===== src/rtl/rx_repack_pkg.sv =====
package rx_repack_pkg;

  typedef enum logic [1:0] {
    KIND_DATA = 2'd0,
    KIND_ADDR = 2'd1,
    KIND_CMD  = 2'd2
  } wordKind_e;

  typedef struct packed {
    logic appendChar;
    logic extractWord;
    logic clearAcc;
    logic loadOut;
    logic loadIsCmd;
    logic clearOut;
  } repackStrobes_t;

endpackage


===== src/rtl/rx_addr_match.sv =====
module rx_addr_match #(
  parameter int WORD_W = 10
) (
  input  logic [WORD_W-1:0] rxAddr,
  input  logic [WORD_W-1:0] ownAddr,
  input  logic              multicastMode,
  output logic              hit
);

  logic [WORD_W-1:0] domainHit;
  logic [WORD_W-1:0] bitEqual;

  for (genvar i = 0; i < WORD_W; i++) begin : g_bit
    assign domainHit[i] = rxAddr[i] & ownAddr[i];
    assign bitEqual[i]  = ~(rxAddr[i] ^ ownAddr[i]);
  end

  assign hit = multicastMode ? (|domainHit) : (&bitEqual);

endmodule


===== src/rtl/rx_repack_datapath.sv =====
module rx_repack_datapath
  import rx_repack_pkg::*;
#(
  parameter int CHAR_W = 8,
  parameter int WORD_W = 10
) (
  input  logic                clk,
  input  logic                rstN,
  input  repackStrobes_t      strobes,
  input  logic [CHAR_W-1:0]   chData,
  input  logic                wordReady,
  output logic                wordAvail,
  output logic [WORD_W-1:0]   pendWord,
  output logic                outValid,
  output logic [WORD_W-1:0]   outWord,
  output logic                outIsCmd
);

  localparam int ACC_W = WORD_W + CHAR_W;
  localparam int CNT_W = $clog2(ACC_W + 1);
  localparam logic [CNT_W-1:0] WORD_CNT = CNT_W'(WORD_W);
  localparam logic [CNT_W-1:0] CHAR_CNT = CNT_W'(CHAR_W);
  localparam logic [CNT_W-1:0] MAX_CNT  = CNT_W'(ACC_W);

  logic [ACC_W-1:0] acc, accShift, accNext;
  logic [CNT_W-1:0] cnt, cntShift, cntNext;

  always_comb begin
    accShift = strobes.extractWord ? (acc >> WORD_W) : acc;
    cntShift = strobes.extractWord ? (cnt - WORD_CNT) : cnt;
    accNext  = accShift;
    cntNext  = cntShift;
    if (strobes.clearAcc) begin
      accNext = '0;
      cntNext = '0;
    end else if (strobes.appendChar) begin
      accNext = accShift | (ACC_W'(chData) << cntShift);
      cntNext = cntShift + CHAR_CNT;
    end
  end

  always_ff @(posedge clk) begin
    if (!rstN) begin
      acc <= '0;
      cnt <= '0;
    end else begin
      acc <= accNext;
      cnt <= cntNext;
    end
  end

  assign wordAvail = (cnt >= WORD_CNT);
  assign pendWord  = acc[WORD_W-1:0];

  always_ff @(posedge clk) begin
    if (!rstN) begin
      outValid <= 1'b0;
      outWord  <= '0;
      outIsCmd <= 1'b0;
    end else if (strobes.clearOut) begin
      outValid <= 1'b0;
    end else if (strobes.loadOut) begin
      outValid <= 1'b1;
      outWord  <= pendWord;
      outIsCmd <= strobes.loadIsCmd;
    end else if (wordReady) begin
      outValid <= 1'b0;
    end
  end

  // pending bit count never exceeds accumulator capacity
  a_r1_cnt_bound: assert property (@(posedge clk) disable iff (!rstN)
    cnt <= MAX_CNT);

  // a word refused by the sink is held unchanged
  a_r6_hold_stable: assert property (@(posedge clk) disable iff (!rstN)
    (outValid && !wordReady && !strobes.clearOut) |=>
      (outValid && $stable(outWord) && $stable(outIsCmd)));

endmodule


===== src/rtl/rx_repack_control.sv =====
module rx_repack_control
  import rx_repack_pkg::*;
#(
  parameter int CHAR_W = 8,
  parameter int WORD_W = 10,
  parameter logic [CHAR_W-1:0] ADDR_HDR = 8'h02,
  parameter logic [CHAR_W-1:0] CMD_HDR  = 8'h03
) (
  input  logic                clk,
  input  logic                rstN,
  input  logic                enable,
  input  logic                multicastMode,
  input  logic [WORD_W-1:0]   serialAddr,
  input  logic                chValid,
  input  logic [CHAR_W-1:0]   chData,
  input  logic                chIsCmd,
  input  logic                wordAvail,
  input  logic [WORD_W-1:0]   pendWord,
  input  logic                outValid,
  input  logic                wordReady,
  output logic                chReady,
  output repackStrobes_t      strobes,
  output logic                addrMatch
);

  wordKind_e kind, kindNext;
  logic      accepted, acceptedNext;
  logic      addrHit, slotFree, needsSlot, extract, take, kindIsData;

  rx_addr_match #(.WORD_W(WORD_W)) addrMatch_i (
    .rxAddr       (pendWord),
    .ownAddr      (serialAddr),
    .multicastMode(multicastMode),
    .hit          (addrHit)
  );

  always_comb begin
    kindIsData = (kind == KIND_DATA);
    slotFree   = !outValid || wordReady;
    needsSlot  = (kind != KIND_ADDR) && accepted;
    extract    = enable && wordAvail && (!needsSlot || slotFree);
    chReady    = enable && (!wordAvail || (extract && kindIsData));
    take       = chValid && chReady;

    strobes.extractWord = extract;
    strobes.loadOut     = extract && needsSlot;
    strobes.loadIsCmd   = (kind == KIND_CMD);
    strobes.appendChar  = take && !chIsCmd;
    strobes.clearAcc    = !enable || (take && chIsCmd) || (extract && !kindIsData);
    strobes.clearOut    = !enable;

    kindNext     = kind;
    acceptedNext = accepted;
    if (!enable) begin
      kindNext     = KIND_DATA;
      acceptedNext = 1'b1;
    end else if (take && chIsCmd) begin
      if (chData == ADDR_HDR)     kindNext = KIND_ADDR;
      else if (chData == CMD_HDR) kindNext = KIND_CMD;
      else                        kindNext = KIND_DATA;
    end else if (extract && !kindIsData) begin
      kindNext = KIND_DATA;
      if (kind == KIND_ADDR) acceptedNext = addrHit;
    end
  end

  always_ff @(posedge clk) begin
    if (!rstN) begin
      kind     <= KIND_DATA;
      accepted <= 1'b1;
    end else begin
      kind     <= kindNext;
      accepted <= acceptedNext;
    end
  end

  assign addrMatch = accepted;

  // multicast with no shared domain bit rejects
  a_r4_mcast_miss: assert property (@(posedge clk) disable iff (!rstN)
    (extract && kind == KIND_ADDR && multicastMode && ((pendWord & serialAddr) == '0))
      |=> !addrMatch);

  // unicast exact address accepts
  a_r4_ucast_hit: assert property (@(posedge clk) disable iff (!rstN)
    (extract && kind == KIND_ADDR && !multicastMode && (pendWord == serialAddr))
      |=> addrMatch);

  // a new output word only appears while the filter accepts
  a_r5_filtered_quiet: assert property (@(posedge clk) disable iff (!rstN)
    $rose(outValid) |-> $past(accepted));

  // disabling empties the output register
  a_r7_disable_flush: assert property (@(posedge clk) disable iff (!rstN)
    !enable |=> (!outValid && addrMatch));

endmodule


===== src/rtl/rx_repack_filter.sv =====
module rx_repack_filter
  import rx_repack_pkg::*;
#(
  parameter int CHAR_W = 8,
  parameter int WORD_W = 10,
  parameter logic [CHAR_W-1:0] ADDR_HDR = 8'h02,
  parameter logic [CHAR_W-1:0] CMD_HDR  = 8'h03
) (
  input  logic              clk,
  input  logic              rstN,
  input  logic              enable,
  input  logic              multicastMode,
  input  logic [WORD_W-1:0] serialAddr,
  input  logic              chValid,
  output logic              chReady,
  input  logic [CHAR_W-1:0] chData,
  input  logic              chIsCmd,
  output logic              wordValid,
  input  logic              wordReady,
  output logic [WORD_W-1:0] wordData,
  output logic              wordIsCmd,
  output logic              addrMatch
);

  repackStrobes_t    strobes;
  logic              wordAvail;
  logic [WORD_W-1:0] pendWord;

  rx_repack_control #(
    .CHAR_W(CHAR_W), .WORD_W(WORD_W), .ADDR_HDR(ADDR_HDR), .CMD_HDR(CMD_HDR)
  ) control_i (
    .clk          (clk),
    .rstN         (rstN),
    .enable       (enable),
    .multicastMode(multicastMode),
    .serialAddr   (serialAddr),
    .chValid      (chValid),
    .chData       (chData),
    .chIsCmd      (chIsCmd),
    .wordAvail    (wordAvail),
    .pendWord     (pendWord),
    .outValid     (wordValid),
    .wordReady    (wordReady),
    .chReady      (chReady),
    .strobes      (strobes),
    .addrMatch    (addrMatch)
  );

  rx_repack_datapath #(.CHAR_W(CHAR_W), .WORD_W(WORD_W)) datapath_i (
    .clk      (clk),
    .rstN     (rstN),
    .strobes  (strobes),
    .chData   (chData),
    .wordReady(wordReady),
    .wordAvail(wordAvail),
    .pendWord (pendWord),
    .outValid (wordValid),
    .outWord  (wordData),
    .outIsCmd (wordIsCmd)
  );

endmodule


===== config.mk =====
export PLATFORM = sky130hd
export DESIGN_NAME = rx_repack_filter
export DESIGN_NICKNAME = d
export VERILOG_FILES = /design/src/rtl/rx_repack_pkg.sv /design/src/rtl/rx_addr_match.sv /design/src/rtl/rx_repack_datapath.sv /design/src/rtl/rx_repack_control.sv /design/src/rtl/rx_repack_filter.sv
export SDC_FILE = /design/constraint.sdc
export NUM_CORES = 1
export LEC_CHECK = 0
export BUFFER_PORTS_ARGS = -buffer_cell sky130_fd_sc_hd__buf_2
export CAP_MARGIN = 0
export CORE_UTILIZATION = 25
export CTS_CLUSTER_SIZE = 28
export DETAILED_ROUTE_END_ITERATION = 6
export PLACE_DENSITY = 0.47
export SYNTH_ARGS = -nofsm -noshare
export SYNTH_HDL_FRONTEND = slang
export SYNTH_SLANG_ARGS = --single-unit

===== constraint.sdc =====
create_clock -name clk -period 2.65 [get_ports clk]
set_input_delay 0.53 -clock clk [delete_from_list [all_inputs] [get_ports clk]]
set_output_delay 0.53 -clock clk [all_outputs]
set_load 0.02 [all_outputs]

# After elaboration in Yosys (flattened, before gate mapping)
# Cells that the tools add are included.
[totals] reg_bits=38 latch_bits=0 ram_bits=0 romBits=0 in_bits=25 output_inout_bits=14 word_cells=90 mem_count=0
[op_classes] add_sub_neg=2 mul=0 div=0 n_lt_le_gt_ge=1 n_eq_ne=5 shifts=1 mux=11 n_bitwise=33 n_reduce_logical=30
[op_table] cell="$mux 18" n=2
[op_table] cell="$or 18x18->18" n=1
[op_table] cell="$shl 8x5->18" n=1
[op_table] cell="$eq 8x2->1 const B" n=2
[op_table] cell="$not 1->1" n=12
[op_table] cell="$and 1x1->1" n=10
[op_table] cell="$logic_and 1x1->1" n=10
[op_table] cell="$mux 5" n=2
[op_table] cell="$reduce_and 10->1" n=1
[op_table] cell="$reduce_or 10->1" n=1
[op_table] cell="$xor 1x1->1" n=10
[op_table] cell="$mux 2" n=4
[op_table] cell="$logic_not 1->1" n=6
[op_table] cell="$add 5x4->5 const B" n=1
[op_table] cell="$ge 5x4->1 const B" n=1
[op_table] cell="$logic_or 1x1->1" n=5
[op_table] cell="$sub 5x4->5 const B" n=1
[op_table] cell="$reduce_and 2->1" n=2
[op_table] cell="$reduce_bool 2->1" n=2
[op_table] cell="$mux 1" n=3
[op_table] cell="$reduce_and 3->1" n=1
[op_table] cell="$eq 2x1->1 const B" n=1
[op_table] cell="$eq 2x2->1 const B" n=1
[op_table] cell="$logic_not 2->1" n=1
[op_table] cell="other kinds (2)" n=2

# Depth between registers and ports, before layout
[logic_depth] ltp_word=13 depth_mapped=11 mapped_depth_nobuf=8

# Modules after synthesis
# Synthesis repeated with hierarchy kept, for this count alone.
[unflattened] cells_unflattened=272 area_unflattened_um2=2458.6
[by_module_without_submodules] mod="rx_repack_datapath" instances=1 cells_per_inst=224 area_per_inst_um2=2026.9 seq_area_each_um2=680.7
[by_module_without_submodules] mod="rx_repack_control" instances=1 cells_per_inst=30 area_per_inst_um2=245.2 seq_area_each_um2=60.1
[by_module_without_submodules] mod="rx_addr_match" instances=1 cells_per_inst=18 area_per_inst_um2=186.4 seq_area_each_um2=0.0

# Least setup slack after synthesis
# OpenSTA, ideal clock, no wires.
[synth_path] path_kind="flip-flop to flip-flop" from="register datapath_i.cnt[2]" to="register datapath_i.acc[10]" setup_ns=0.122 arrival_ns=2.223 required_time_ns=2.528 path_slack_ns=0.305 path_stages_with_launch=10 path_buffers=1 period_less_slack_ns=2.345 cell_sequence="dfxtp_1 -> buf_2 -> inv_1 -> ha_1 -> nand2b_1 -> a21oi_2 -> o21ai_1 -> nand2_1 -> mux2_2 -> a221o_1"
[synth_via] elab_chain_cells=11 elab_cells_between_ends=20 classes_between="1 x add/sub; 1 x order compare; 1 x shift; 3 x mux; 1 x bitwise; 13 x reduce/logical"
[synth_rtl] item="from (decl)" line_no="rx_repack_datapath.sv:26" source="logic [CNT_W-1:0] cnt, cntShift, cntNext;"
[synth_rtl] item="from (signal assigned)" line_no="rx_repack_datapath.sv:48" source="cnt <= cntNext;"
[synth_rtl] item="branches (longest 11 deep; another with $ge 5x4->1)"
[synth_rtl] item="to (signal assigned)" line_no="rx_repack_datapath.sv:47" source="acc <= accNext;"
[synth_rtl] item="to (decl)" line_no="rx_repack_datapath.sv:25" source="logic [ACC_W-1:0] acc, accShift, accNext;"
# Parallel ways; which one is timed is not known.
# A chain may end at the register's enable or synchronous reset.

# Final worst setup path
[layout_path] from="register datapath_i.cnt[1]" to="register datapath_i.acc[3]"
# Same word-level chain as after synthesis.

==> results.cfg <==
[drt]
detailroute.via_count = 2343
vias_per_cell = 5.105
remaining_drc_errors = 0
drtIter0Drc = 173
post_drt_wl_per_cell_um = 15.85
antenna_left = 0
route.final.wire_length_mm = 7.277
first_pass_iters = 5

[power]
power_leakage_nw = 1.064
design_power_total_mw = 1.180
cellPowerDensity_mw_per_mm2 = 407.5
max-vdd-ir-drop_mv = 0.1746

[die]
die_w_um = 100.1
floorplan.die_area_sq_mm = 0.01003
std_cell_rows = 35
ioPinCount = 39
fp.coreArea_sq_mm = 0.009284
dieHeight_um = 100.1
floorplan.initialDensity = 0.2593

[clocking]
clock_tree.root_cell = clkbuf_8
clk_latency_ns = 0.29
cts.sinks = 37
post_cts_resized = 0
h-tree-depth = 2
clkTransAtPathRegs_ns = 0.07
clk_path_buf_depth = 2
tritoncts = yes
cts_inserted_buffers = 5
post-cts-setup-buffers = 0
post_cts_hold_buffer_count = 0

[final_layout]
fill_cells = 1028
areaGrowthSynthToFinish_pct = 20.32
post_layout_nonfiller_instances = 459
layout.nets = 366
ant_cells = 0
finalCoreUtilization = 0.3120
drive_above_1_share = 0.2576

[synthesis]
post_synth_mux_area_share = 0.07069
post_synth_adder_cell_area = 0.06237
synth_warnings = 0
synth_area_leaders = dfxtp_1 31%, nand2_1 7.5%, ha_1 6.2%, a21oi_1 5.0%, mux2i_1 3.3%
dominant_combinational_cell_family_by_area_after_synthesis = compound AO/OA/AOI/OAI gates
number_of_nets_in_the_synthesized_netlist = 326
synth_simple_gate_area_share = 0.2084
synth_cell_types = 61
synthesis.area_per_instance_sq_um = 8.330
number_of_register_bits_inferred_by_synthesis = 37
synth_top_area_share = 0.3077
yosysTopAreaCell = dfxtp_1
yosysSeqAreaShare = 0.3077
synth_xor_area_frac = 0.003638
synthesis.instances = 289
compound_cell_area_share_of_the_yosys_netlist = 0.2926
number_of_flops_mapped_to_enable_cells_by_yosys = 0
leading_register_cell_type_out_of_synthesis = dfxtp_1
ys_async_sr_fraction = 0
post_synth_instance_area_sq_mm = 0.002407

[worst_setup_path]
start_kind = register
critical-path-slowest-cell = a21o_1
category_of_the_worst_setup_path_capture_point = register
critical_path.max_stage_delay_ns = 0.43
r2r_setup_slack_ns = 0.14
critical_path_required_ns = 2.87
critPathKind = register to register
chain_of_cells_forming_the_critical_path = inv_1 > ha_1 > nand2b_1 > a21o_1 > nand2_2 > buf_4 > a2111oi_4 > o21ai_0 > a31oi_1
critical_path.max_fanout = 13
worst_ep_arrival_time_ns = 2.72

[sta]
period_minus_slack_ns = 2.506
finalClockSkew_ns = 0.007383
finalSetupViolations = 0
hold_slack_final_ns = 0.4546
hold_violations = 0
tightestPinTransition_ns = 0.6243
clock.fmax_ghz = 0.3990
grt_setup_unrepaired = false
timing_max_transition_violations_final = 0
finalCritPeriodShare = 0.9458
slew_headroom = 0.5830
fin_setup_tns_ns = 0

[global_routing]
grt_pass1_wl_mm = 11.81
initial_antenna_violation_count = 0
track_usage = 0.1506
grt_start_max_net_pins = 22
globalRoute.totalOverflow = 0
grt_pass1_vias = 2321

[placement]
finalWeightedCongestion = 0.8175
placed_cells_incl_taps = 451
io_buffers = 38
place.detailed.hpwl_mm = 5.592

[run_status]
status = finished, final reports clean

[flow_run]
drv.max_cap_violation_count = 0

[min_path]
worst_hold_path_type = register to register
layout by cell type, fill, tap and decap left out, drive strengths merged, types with 4 or more instances in the layout:
cell / netlist / final
buf: 12 / 52
nand2: 49 / 49
dfxtp: 37 / 37
a21oi: 26 / 26
o21ai: 14 / 14
nor2: 13 / 13
ha: 12 / 12
a31oi: 9 / 9
nand3: 9 / 9
inv: 9 / 9
mux2i: 8 / 8
a32oi: 7 / 7
clkbuf: 7 / 7
nor3: 6 / 6
o22ai: 5 / 5
nand2b: 4 / 4
nor2b: 4 / 4
mux2: 4 / 4
metal layers:
| layer | wire [um] | share of wire | global-route usage | vias up |
|---|---|---|---|---|
| li1 | - | - | - | 1165 |
| met1 | 3372 | 0.46 | 0.1964 | 1113 |
| met2 | 3532 | 0.49 | 0.2550 | 54 |
| met3 | 256 | 0.035 | 0.02089 | 11 |
| met4 | 116 | 0.016 | 0.05017 | 0 |
| met5 | 0 | 0 | 0 | - |
through the flow:
| stage | worst slack (ns) | cell area [sq um] |
|---|---|---|
| after global routing | 0.01667 | 2897 |
| final | 0.1436 | 2897 |
| after floorplan | 0.3052 | 2407 |
| after global placement | 0.1890 | 2766 |
| after CTS | 0.1520 | 2883 |
| after detailed placement | 0.1665 | 2766 |
kinds of logic (layout without fill, tap and decap cells):
logic type,count (synthesis),in the layout
buffers and inverters,28,69
DFF,37,37
adders and majority gates,12,12
muxes,14,14
xor gates and xnor gates,1,1
AOI/OAI and AO/OA,94,94
and+or+nand+nor,103,103
cell type report:
cell class | instances | area [sq um] | area share
multi-input cells | 224 | 1549 | 0.5348
flip-flops and latches | 37 | 740.7 | 0.2557
repair buffers | 52 | 295.3 | 0.1019
well taps | 129 | 161.4 | 0.05572
clock buffers | 7 | 86.33 | 0.02981
inverters | 9 | 33.78 | 0.01166
clock inverters | 1 | 30.03 | 0.01037
sequential cells by signal, summed over array words and instances, names as in the netlist:
name and cells:
datapath_i.acc 18, datapath_i.outWord 10, datapath_i.cnt 4, control_i.kind 2
control_i.addrMatch 1, datapath_i.outIsCmd 1, datapath_i.outValid 1
Yosys cell counts, types with 3 or more instances:
cell      number
nand2_1       48
dfxtp_1       37
a21oi_1       24
ha_1          12
nor2_1        12
o21ai_0       10
a31oi_1        9
buf_2          9
mux2i_1        8
nand3_1        8
a32oi_1        7
clkbuf_1       7
inv_1          7
nor3_1         5
o22ai_1        5
mux2_2         4
nand2b_1       4
nor2b_1        4
a211o_1        3
a22oi_1        3
and3_1         3
nor4_1         3
o211ai_1       3
o21ai_1        3
worst max-delay path, delay by kind of cell (launching register included):
family,cells,cell delay [ns]
buffers and inverters,2,0.33
AOI/OAI and AO/OA,4,1.15
adders and majority gates,1,0.21
DFF,1,0.39
and+or+nand+nor,2,0.35
final timing paths:
kind,start,end,cells after the start
hold / removal,datapath_i.outWord[9]$_SDFFE_PN0P_,datapath_i.outWord[9]$_SDFFE_PN0P_,2
setup reg to reg,datapath_i.cnt[1]$_SDFF_PP0_,datapath_i.acc[3]$_SDFF_PP0_,9
hold reg to reg,datapath_i.outWord[9]$_SDFFE_PN0P_,datapath_i.outWord[9]$_SDFFE_PN0P_,2
setup / recovery,datapath_i.cnt[1]$_SDFF_PP0_,datapath_i.acc[3]$_SDFF_PP0_,9
power breakdown:
group	leakage [nW]	internal, mW	switching, mW
combinational	0.708	0.0421	0.0653
sequential	0.298	0.558	0.00193
clock	0.0585	0.307	0.206
total	1.06	0.907	0.274
(Power assumes the default switching activity.)
